<file path="src/rtl/slot_irq_pkg.sv">
// Package: shared constants for the slot interrupt combiner.
// Assumes an 8-bit control byte per slot and two request inputs per slot.
package slot_irq_pkg;
    localparam int CTRL_W        = 8;
    localparam int REQS_PER_SLOT = 2;
    // control byte bit positions
    localparam int CB_CLK_RATE   = 0;
    localparam int CB_RECOVER    = 1;
    localparam int CB_TMO_IE     = 2;
    localparam int CB_ERR_IE     = 3;
    localparam int CB_EDGE_LO    = 4;
    localparam int CB_EN_LO      = 6;

    typedef logic [CTRL_W-1:0] ctrl_t;
endpackage

</file>
<file path="src/rtl/slot_irq_sync.sv">
// Module: slot_irq_sync
// Brings the active-low module requests into the clock domain through two
// flops and compares the synchronised level with a registered copy, which
// yields one-cycle rise and fall strobes (rise = request became active).
// Assumes each pin stays stable for at least two clock periods.
module slot_irq_sync #(
    parameter int NREQ = 8
) (
    input  logic            clk,
    input  logic            rst_n,
    input  logic [NREQ-1:0] req_n_i,
    output logic [NREQ-1:0] rise_o,
    output logic [NREQ-1:0] fall_o
);
    logic [NREQ-1:0] meta_q;
    logic [NREQ-1:0] sync_q;
    logic [NREQ-1:0] prev_q;

    for (genvar i = 0; i < NREQ; i++) begin : g_bit
        // Purpose: two-stage synchroniser plus history flop for one request.
        always_ff @(posedge clk) begin
            if (!rst_n) begin
                meta_q[i] <= 1'b0;
                sync_q[i] <= 1'b0;
                prev_q[i] <= 1'b0;
            end else begin
                meta_q[i] <= ~req_n_i[i];
                sync_q[i] <= meta_q[i];
                prev_q[i] <= sync_q[i];
            end
        end

        assign rise_o[i] = sync_q[i] & ~prev_q[i];
        assign fall_o[i] = ~sync_q[i] & prev_q[i];
    end
endmodule

</file>
<file path="src/rtl/slot_irq_regs.sv">
// Module: slot_irq_regs
// Register window: per-slot control bytes, status read-back and decode of
// status writes into write-one-to-clear masks. Read data is registered.
// Assumes STAT_W <= DATA_W and that the status offset fits in ADDR_W bits.
module slot_irq_regs
    import slot_irq_pkg::*;
#(
    parameter int NUM_SLOTS = 4,
    parameter int ADDR_W    = 4,
    parameter int DATA_W    = 16,
    localparam int NREQ     = NUM_SLOTS * REQS_PER_SLOT,
    localparam int STAT_W   = NREQ + 2 * NUM_SLOTS
) (
    input  logic                 clk,
    input  logic                 rst_n,
    input  logic                 wr_i,
    input  logic                 rd_i,
    input  logic [ADDR_W-1:0]    addr_i,
    input  logic [DATA_W-1:0]    wdata_i,
    input  logic [STAT_W-1:0]    status_i,
    output logic [DATA_W-1:0]    rdata_o,
    output logic [NREQ-1:0]      en_o,
    output logic [NREQ-1:0]      edge_o,
    output logic [NUM_SLOTS-1:0] tmo_ie_o,
    output logic [NUM_SLOTS-1:0] err_ie_o,
    output logic [NREQ-1:0]      w1c_int_o,
    output logic [NUM_SLOTS-1:0] w1c_tmo_o
);
    localparam int TMO_LO = NREQ + NUM_SLOTS;
    localparam logic [ADDR_W-1:0] STAT_OFF = ADDR_W'(2 * (NUM_SLOTS + 2));
    // interrupt and timeout fields are clearable, error field is not
    localparam logic [DATA_W-1:0] W1C_MASK =
        DATA_W'({{NUM_SLOTS{1'b1}}, {NUM_SLOTS{1'b0}}, {NREQ{1'b1}}});

    ctrl_t              ctrl_q [NUM_SLOTS];
    logic [DATA_W-1:0]  rd_val;
    logic [DATA_W-1:0]  w1c_bits;
    logic               stat_hit;

    // Purpose: load a control byte when its offset is written.
    always_ff @(posedge clk) begin
        if (!rst_n) begin
            for (int s = 0; s < NUM_SLOTS; s++) ctrl_q[s] <= '0;
        end else begin
            for (int s = 0; s < NUM_SLOTS; s++) begin
                if (wr_i && addr_i == ADDR_W'(2 * (s + 1)))
                    ctrl_q[s] <= wdata_i[CTRL_W-1:0];
            end
        end
    end

    // Purpose: select the value a read at addr_i returns.
    always_comb begin
        rd_val = '0;
        for (int s = 0; s < NUM_SLOTS; s++) begin
            if (addr_i == ADDR_W'(2 * (s + 1)))
                rd_val = DATA_W'(ctrl_q[s]);
        end
        if (addr_i == STAT_OFF)
            rd_val = DATA_W'(status_i);
    end

    // Purpose: register read data so the output has a full cycle of timing.
    always_ff @(posedge clk) begin
        if (!rst_n)    rdata_o <= '0;
        else if (rd_i) rdata_o <= rd_val;
    end

    assign stat_hit  = wr_i && (addr_i == STAT_OFF);
    assign w1c_bits  = stat_hit ? (wdata_i & W1C_MASK) : '0;
    assign w1c_int_o = w1c_bits[NREQ-1:0];
    assign w1c_tmo_o = w1c_bits[TMO_LO +: NUM_SLOTS];

    for (genvar s = 0; s < NUM_SLOTS; s++) begin : g_slot
        for (genvar n = 0; n < REQS_PER_SLOT; n++) begin : g_in
            assign en_o[s*REQS_PER_SLOT+n]   = ctrl_q[s][CB_EN_LO+n];
            assign edge_o[s*REQS_PER_SLOT+n] = ctrl_q[s][CB_EDGE_LO+n];
        end
        assign tmo_ie_o[s] = ctrl_q[s][CB_TMO_IE];
        assign err_ie_o[s] = ctrl_q[s][CB_ERR_IE];
    end
endmodule

</file>
<file path="src/rtl/slot_irq_status.sv">
// Module: slot_irq_status
// Holds the status word: per-request interrupt bits, error mirror bits and
// sticky timeout bits. Generates module clear pulses and the one-cycle
// edge-event strobe. Assumes rise/fall strobes are single-cycle.
module slot_irq_status
    import slot_irq_pkg::*;
#(
    parameter int NUM_SLOTS = 4,
    localparam int NREQ     = NUM_SLOTS * REQS_PER_SLOT,
    localparam int SLOT_W   = (NUM_SLOTS > 1) ? $clog2(NUM_SLOTS) : 1,
    localparam int OFFS_W   = 6
) (
    input  logic                 clk,
    input  logic                 rst_n,
    input  logic [NREQ-1:0]      en_i,
    input  logic [NREQ-1:0]      edge_i,
    input  logic [NREQ-1:0]      rise_i,
    input  logic [NREQ-1:0]      fall_i,
    input  logic [NUM_SLOTS-1:0] tmo_i,
    input  logic [NUM_SLOTS-1:0] err_i,
    input  logic [NREQ-1:0]      w1c_int_i,
    input  logic [NUM_SLOTS-1:0] w1c_tmo_i,
    input  logic                 ack_rd_i,
    input  logic [SLOT_W-1:0]    ack_slot_i,
    input  logic [OFFS_W-1:0]    ack_offs_i,
    output logic [NREQ-1:0]      stat_int_o,
    output logic [NUM_SLOTS-1:0] stat_err_o,
    output logic [NUM_SLOTS-1:0] stat_tmo_o,
    output logic [NREQ-1:0]      clr_o,
    output logic                 fire_o
);
    logic [NREQ-1:0] int_d;
    logic [NREQ-1:0] clr_d;
    logic [NREQ-1:0] fire_vec;
    logic [NREQ-1:0] ack_hit;

    for (genvar i = 0; i < NREQ; i++) begin : g_req
        localparam int S = i / REQS_PER_SLOT;
        localparam int N = i % REQS_PER_SLOT;

        // acknowledge only clears a pending level-sensitive request
        assign ack_hit[i] = ack_rd_i
                          && (ack_slot_i == SLOT_W'(S))
                          && (ack_offs_i == OFFS_W'(2 * N))
                          && stat_int_o[i] && !edge_i[i];

        assign clr_d[i] = w1c_int_i[i] | ack_hit[i];

        // a fresh edge-sensitive event toggles the host line for a cycle
        assign fire_vec[i] = en_i[i] & edge_i[i] & rise_i[i] & ~stat_int_o[i];

        // Purpose: next value of one interrupt status bit.
        always_comb begin
            int_d[i] = stat_int_o[i];
            if (en_i[i]) begin
                if (rise_i[i])
                    int_d[i] = 1'b1;
                else if (fall_i[i] || clr_d[i])
                    int_d[i] = 1'b0;
            end
        end
    end

    // Purpose: update status word, clear pulses and edge strobe.
    always_ff @(posedge clk) begin
        if (!rst_n) begin
            stat_int_o <= '0;
            stat_err_o <= '0;
            stat_tmo_o <= '0;
            clr_o      <= '0;
            fire_o     <= 1'b0;
        end else begin
            stat_int_o <= int_d;
            stat_err_o <= err_i;
            stat_tmo_o <= (stat_tmo_o & ~w1c_tmo_i) | tmo_i;
            clr_o      <= clr_d;
            fire_o     <= |fire_vec;
        end
    end
endmodule

</file>
<file path="src/rtl/slot_irq_host.sv">
// Module: slot_irq_host
// Forms the host line: level-driven sources with edge-selected bits masked
// out, timeout and error flags gated by their enables, and the edge strobe
// inverting the result for one cycle. Purely combinational from registers.
module slot_irq_host #(
    parameter int NUM_SLOTS = 4,
    localparam int NREQ     = NUM_SLOTS * 2
) (
    input  logic [NREQ-1:0]      stat_int_i,
    input  logic [NREQ-1:0]      edge_i,
    input  logic [NUM_SLOTS-1:0] stat_tmo_i,
    input  logic [NUM_SLOTS-1:0] tmo_ie_i,
    input  logic [NUM_SLOTS-1:0] stat_err_i,
    input  logic [NUM_SLOTS-1:0] err_ie_i,
    input  logic                 fire_i,
    output logic                 host_irq_o
);
    logic level_any;

    // Purpose: collapse all level-driven sources into one bit.
    always_comb begin
        level_any = |(stat_int_i & ~edge_i)
                  | |(stat_tmo_i & tmo_ie_i)
                  | |(stat_err_i & err_ie_i);
    end

    assign host_irq_o = level_any ^ fire_i;
endmodule

</file>
<file path="src/rtl/slot_irq_combiner.sv">
// Module: slot_irq_combiner (top)
// Combines two active-low requests from each module slot into one host
// interrupt with per-request enable and edge/level selection, a register
// window and an acknowledge path. Assumes a single clock, synchronous reset.
module slot_irq_combiner
    import slot_irq_pkg::*;
#(
    parameter int NUM_SLOTS = 4,
    parameter int ADDR_W    = 4,
    parameter int DATA_W    = 16,
    localparam int NREQ     = NUM_SLOTS * REQS_PER_SLOT,
    localparam int STAT_W   = NREQ + 2 * NUM_SLOTS,
    localparam int SLOT_W   = (NUM_SLOTS > 1) ? $clog2(NUM_SLOTS) : 1
) (
    input  logic                 clk,
    input  logic                 rst_n,
    input  logic [NREQ-1:0]      req_n,
    input  logic [NUM_SLOTS-1:0] tmo_in,
    input  logic [NUM_SLOTS-1:0] err_in,
    input  logic                 reg_wr,
    input  logic                 reg_rd,
    input  logic [ADDR_W-1:0]    reg_addr,
    input  logic [DATA_W-1:0]    reg_wdata,
    output logic [DATA_W-1:0]    reg_rdata,
    input  logic                 ack_rd,
    input  logic [SLOT_W-1:0]    ack_slot,
    input  logic [5:0]           ack_offs,
    output logic [NREQ-1:0]      slot_clr,
    output logic                 host_irq
);
    logic [NREQ-1:0]      rise;
    logic [NREQ-1:0]      fall;
    logic [NREQ-1:0]      req_en;
    logic [NREQ-1:0]      req_edge;
    logic [NUM_SLOTS-1:0] tmo_ie;
    logic [NUM_SLOTS-1:0] err_ie;
    logic [NREQ-1:0]      w1c_int;
    logic [NUM_SLOTS-1:0] w1c_tmo;
    logic [NREQ-1:0]      stat_int;
    logic [NUM_SLOTS-1:0] stat_err;
    logic [NUM_SLOTS-1:0] stat_tmo;
    logic [STAT_W-1:0]    stat_q;
    logic                 edge_fire;

    assign stat_q = {stat_tmo, stat_err, stat_int};

    slot_irq_sync #(.NREQ(NREQ)) u_sync (
        .clk     (clk),
        .rst_n   (rst_n),
        .req_n_i (req_n),
        .rise_o  (rise),
        .fall_o  (fall)
    );

    slot_irq_regs #(
        .NUM_SLOTS (NUM_SLOTS),
        .ADDR_W    (ADDR_W),
        .DATA_W    (DATA_W)
    ) u_regs (
        .clk       (clk),
        .rst_n     (rst_n),
        .wr_i      (reg_wr),
        .rd_i      (reg_rd),
        .addr_i    (reg_addr),
        .wdata_i   (reg_wdata),
        .status_i  (stat_q),
        .rdata_o   (reg_rdata),
        .en_o      (req_en),
        .edge_o    (req_edge),
        .tmo_ie_o  (tmo_ie),
        .err_ie_o  (err_ie),
        .w1c_int_o (w1c_int),
        .w1c_tmo_o (w1c_tmo)
    );

    slot_irq_status #(.NUM_SLOTS(NUM_SLOTS)) u_status (
        .clk        (clk),
        .rst_n      (rst_n),
        .en_i       (req_en),
        .edge_i     (req_edge),
        .rise_i     (rise),
        .fall_i     (fall),
        .tmo_i      (tmo_in),
        .err_i      (err_in),
        .w1c_int_i  (w1c_int),
        .w1c_tmo_i  (w1c_tmo),
        .ack_rd_i   (ack_rd),
        .ack_slot_i (ack_slot),
        .ack_offs_i (ack_offs),
        .stat_int_o (stat_int),
        .stat_err_o (stat_err),
        .stat_tmo_o (stat_tmo),
        .clr_o      (slot_clr),
        .fire_o     (edge_fire)
    );

    slot_irq_host #(.NUM_SLOTS(NUM_SLOTS)) u_host (
        .stat_int_i (stat_int),
        .edge_i     (req_edge),
        .stat_tmo_i (stat_tmo),
        .tmo_ie_i   (tmo_ie),
        .stat_err_i (stat_err),
        .err_ie_i   (err_ie),
        .fire_i     (edge_fire),
        .host_irq_o (host_irq)
    );
endmodule

</file>
<file path="config.mk">
export PLATFORM = sky130hd
export DESIGN_NAME = slot_irq_combiner
export DESIGN_NICKNAME = d
export VERILOG_FILES = /design/src/rtl/slot_irq_pkg.sv /design/src/rtl/slot_irq_sync.sv /design/src/rtl/slot_irq_regs.sv /design/src/rtl/slot_irq_status.sv /design/src/rtl/slot_irq_host.sv /design/src/rtl/slot_irq_combiner.sv
export SDC_FILE = /design/constraint.sdc
export NUM_CORES = 1
export LEC_CHECK = 0
export BUFFER_PORTS_ARGS = -buffer_cell sky130_fd_sc_hd__buf_2
export CELL_PAD_IN_SITES_DETAIL_PLACEMENT = 0
export CELL_PAD_IN_SITES_GLOBAL_PLACEMENT = 1
export CORE_ASPECT_RATIO = 0.7
export CORE_MARGIN = 2
export CORE_UTILIZATION = 43
export DETAILED_ROUTE_END_ITERATION = 8
export PLACE_DENSITY_LB_ADDON = 0.1
export SLEW_MARGIN = 20
export SYNTH_ARGS = -nofsm -noshare
export SYNTH_HDL_FRONTEND = slang
export SYNTH_SLANG_ARGS = --single-unit
</file>
<file path="constraint.sdc">
create_clock -name clk -period 2.13 [get_ports clk]
set_input_delay 0.1065 -clock clk [delete_from_list [all_inputs] [get_ports clk]]
set_output_delay 0.1065 -clock clk [all_outputs]
set_load 0.01 [all_outputs]
</file>
==> out/metrics.cfg <==
[timing]
setup_viol=0
drv_slew=0
holdWs_ns=0.08427
max-slew-margin-rel_pct=63.29
period_needed_ns=1.910
rsz0062_at_grt=no
final-hold-violation-count=0
timing.final.ws_setup_ns=0.2203
max_slew.worst_pin.slew_ns=0.5486
setup_tns_ns=0
skew_ns=0.004303
finalCritPeriodShare_pct=89.66
max_freq_ghz=0.5236

[layout]
syn_to_final_growth_pct=23.30
nFillCells=842
final_common_cell=buf_2
nets=549
multi_input_area_um2=1732
diodes=0
final_core_util_pct=55.39
final_cell_mix=buf_2 (69), dfxtp_1 (65), and2_1 (43)
final_layout_size_suffix_gt1_share_pct=21.58
fin_area_um2=5085
fin_cells=629
register_area_um2=2262

[floorplanning]
die_x_um=121.1
rows=29
floorplan.initialDensity_pct=44.92
die_h_um=85.94
io_pins=74
die_area_um2=10400
core_area_um2=9180

[worst_setup_path]
required_ns=2.02
worstPathArrival_ns=1.80
setup.worst_path.class=reg -> out
crit_fanout=3
crit_path_end_kind=output pin
crit_path_start_kind=register

[global_routing]
grt_usage_pct=21.87
gr-total-overflow=0
antenna_found_initial=0
first_global_vias=3100
grt_max_degree=47
grt_pass1_wl_mm=17.01

[synth]
synth-simple-area-share_pct=26.24
ys_seq_area_share_pct=54.85
synth-edff-count=32
synth_top_family_by_area=simple AND/OR/NAND/NOR gates
synth_compound_area_share_pct=13.35
synth_ff_type=dfxtp_1
syn_nets=459
synth-xor-area-share_pct=0.2124
syn_area_per_cell_um2=10.06
syn_area_um2=4124
yosys_warnings=0
muxShareOfSynthArea_pct=2.184
ys_async_sr_fraction_pct=0
synthAdderAreaFrac_pct=0
syn_inst=410
ys_types=47
ys_ff_latch=97

[detailed_routing]
vias=3366
drt_first_pass_iters=5
avgRoutedWirePerCell_um=17.53
ant_nets=0
wl_mm=11.02
drc=0
routed_via_density=5.351
drtIter0Drc=240

[clock_tree]
cts_setup_buffers=0
clock_path_buffers=2
ctsResizeCount=0
cts.sinks=97
h-tree-depth=3
cts.reportedPaths.clkPinSlew_ns=0.06
cts_tree=yes
numCtsBuffers=9
cts_root_buf=clkbuf_16
clk_latency_ns=0.34

[place]
place_congestion=0.8969
dp.cells=597
dp_slack_ns=0.3772
dpl_cell_area_um2=4637
dpl.hpwl_mm=7.898
portBuffers=69

[min_path]
hold_path.class=in -> reg

[power]
p_total_mw=3.977
cellPowerDensity_nw_per_um2=782.2
p_leak_nw=2.040
peakVddDrop_uv=554.4

[run]
drv_cap=0

[outcome]
run_status=finished, final reports clean

cell families (layout without fill, tap and decap cells):
logic type                count (synthesis)  in the layout
muxes                                     8              8
xor gates and xnor gates                  1              1
and+or+nand+nor                         190            190
DFF                                      97             97
AOI/OAI and AO/OA                        83             83
buffers and inverters                    31            126
registers in the layout, summed over array words and instances (netlist names):
register             count
u_status.fire_o          1
u_sync.sync_q            8
u_status.stat_int_o      8
u_sync.meta_q            8
u_status.stat_err_o      4
u_status.stat_tmo_o      4
u_sync.prev_q            8
u_regs.ctrl_q           32
u_regs.rdata_o          16
u_status.clr_o           8
where the power goes:
part	internal, mW	switching, mW	leakage, nW
registers	2.00	0.0710	0.839
clock network	0.894	0.651	0.143
logic	0.169	0.194	1.06
total	3.06	0.916	2.04
critical path: stages, from the launching register on:
cell and delay [ns]:
edfxtp_1 0.40, nand2b_1 0.20, nand3_1 0.13, nor4_1 0.38
xnor2_1 0.19, buf_2 0.16
Yosys cell counts, types with 2 or more instances:
library cell / n / area share, %
nor2_1: 32 / 2.9
nand3_1: 10 / 1.2
edfxtp_1: 32 / 23
a22o_1: 3 / 0.64
nor3_1: 6 / 0.73
a221o_1: 4 / 0.97
a21boi_0: 4 / 0.73
and2_1: 43 / 6.5
dfxtp_1: 65 / 32
nand4b_1: 2 / 0.42
and3_1: 2 / 0.30
o221ai_1: 3 / 0.64
a41o_1: 3 / 0.73
clkbuf_1: 14 / 1.3
nor4_2: 2 / 0.61
nand4_1: 2 / 0.30
or2_2: 2 / 0.30
inv_1: 11 / 1.0
o21a_1: 4 / 0.73
nand3b_1: 10 / 1.8
nand2_1: 27 / 2.5
nor3b_1: 4 / 0.73
nor4_1: 8 / 1.2
a31oi_1: 3 / 0.46
and3b_1: 4 / 0.85
a22oi_1: 3 / 0.55
o22ai_1: 5 / 0.76
nor2b_1: 10 / 1.5
mux2_2: 8 / 2.2
nand2b_1: 22 / 3.3
o21ai_0: 20 / 2.4
a32o_1: 5 / 1.2
a21oi_1: 22 / 2.7
buf_2: 2 / 0.24
area by class of cell:
type	instances	share of cell area, %
Clock buffer	14	5.413
Clock inverter	2	0.2461
Inverter	12	0.8858
Multi-Input combinational cell	282	34.06
Sequential cell	97	44.49
Tap cell	124	3.051
Timing Repair Buffer	98	11.86
what timing repair did:
| action | 4_1_cts | 5_1_grt |
|---|---|---|
| hold endpoints to repair | 16 | 0 |
| endpoints found under the setup margin | 0 | 0 |
| hold buffers | 16 | 0 |
layer usage:
layer | share of wire, % | global-route usage [%] | vias to the layer above | wire length (µm)
li1 | - | - | 1640 | -
met1 | 47 | 31.05 | 1595 | 5187
met2 | 44 | 33.20 | 122 | 4829
met3 | 8.3 | 6.051 | 9 | 915
met4 | 0.83 | 5.285 | 0 | 92
met5 | 0 | 0 | - | 0
worst paths after layout:
kind | startpoint | endpoint | slack [ns] | cells after the start
setup / recovery | u_regs.ctrl_q[1][4] | host_irq | 0.22 | 5
setup reg to reg | u_regs.ctrl_q[0][5] | u_status.stat_int_o[1] | 0.55 | 4
hold / removal | rst_n | u_regs.rdata_o[4] | 0.08 | 3
hold reg to reg | u_sync.meta_q[5] | u_sync.sync_q[5] | 0.43 | 1
Power figures use the tool's default switching activity.
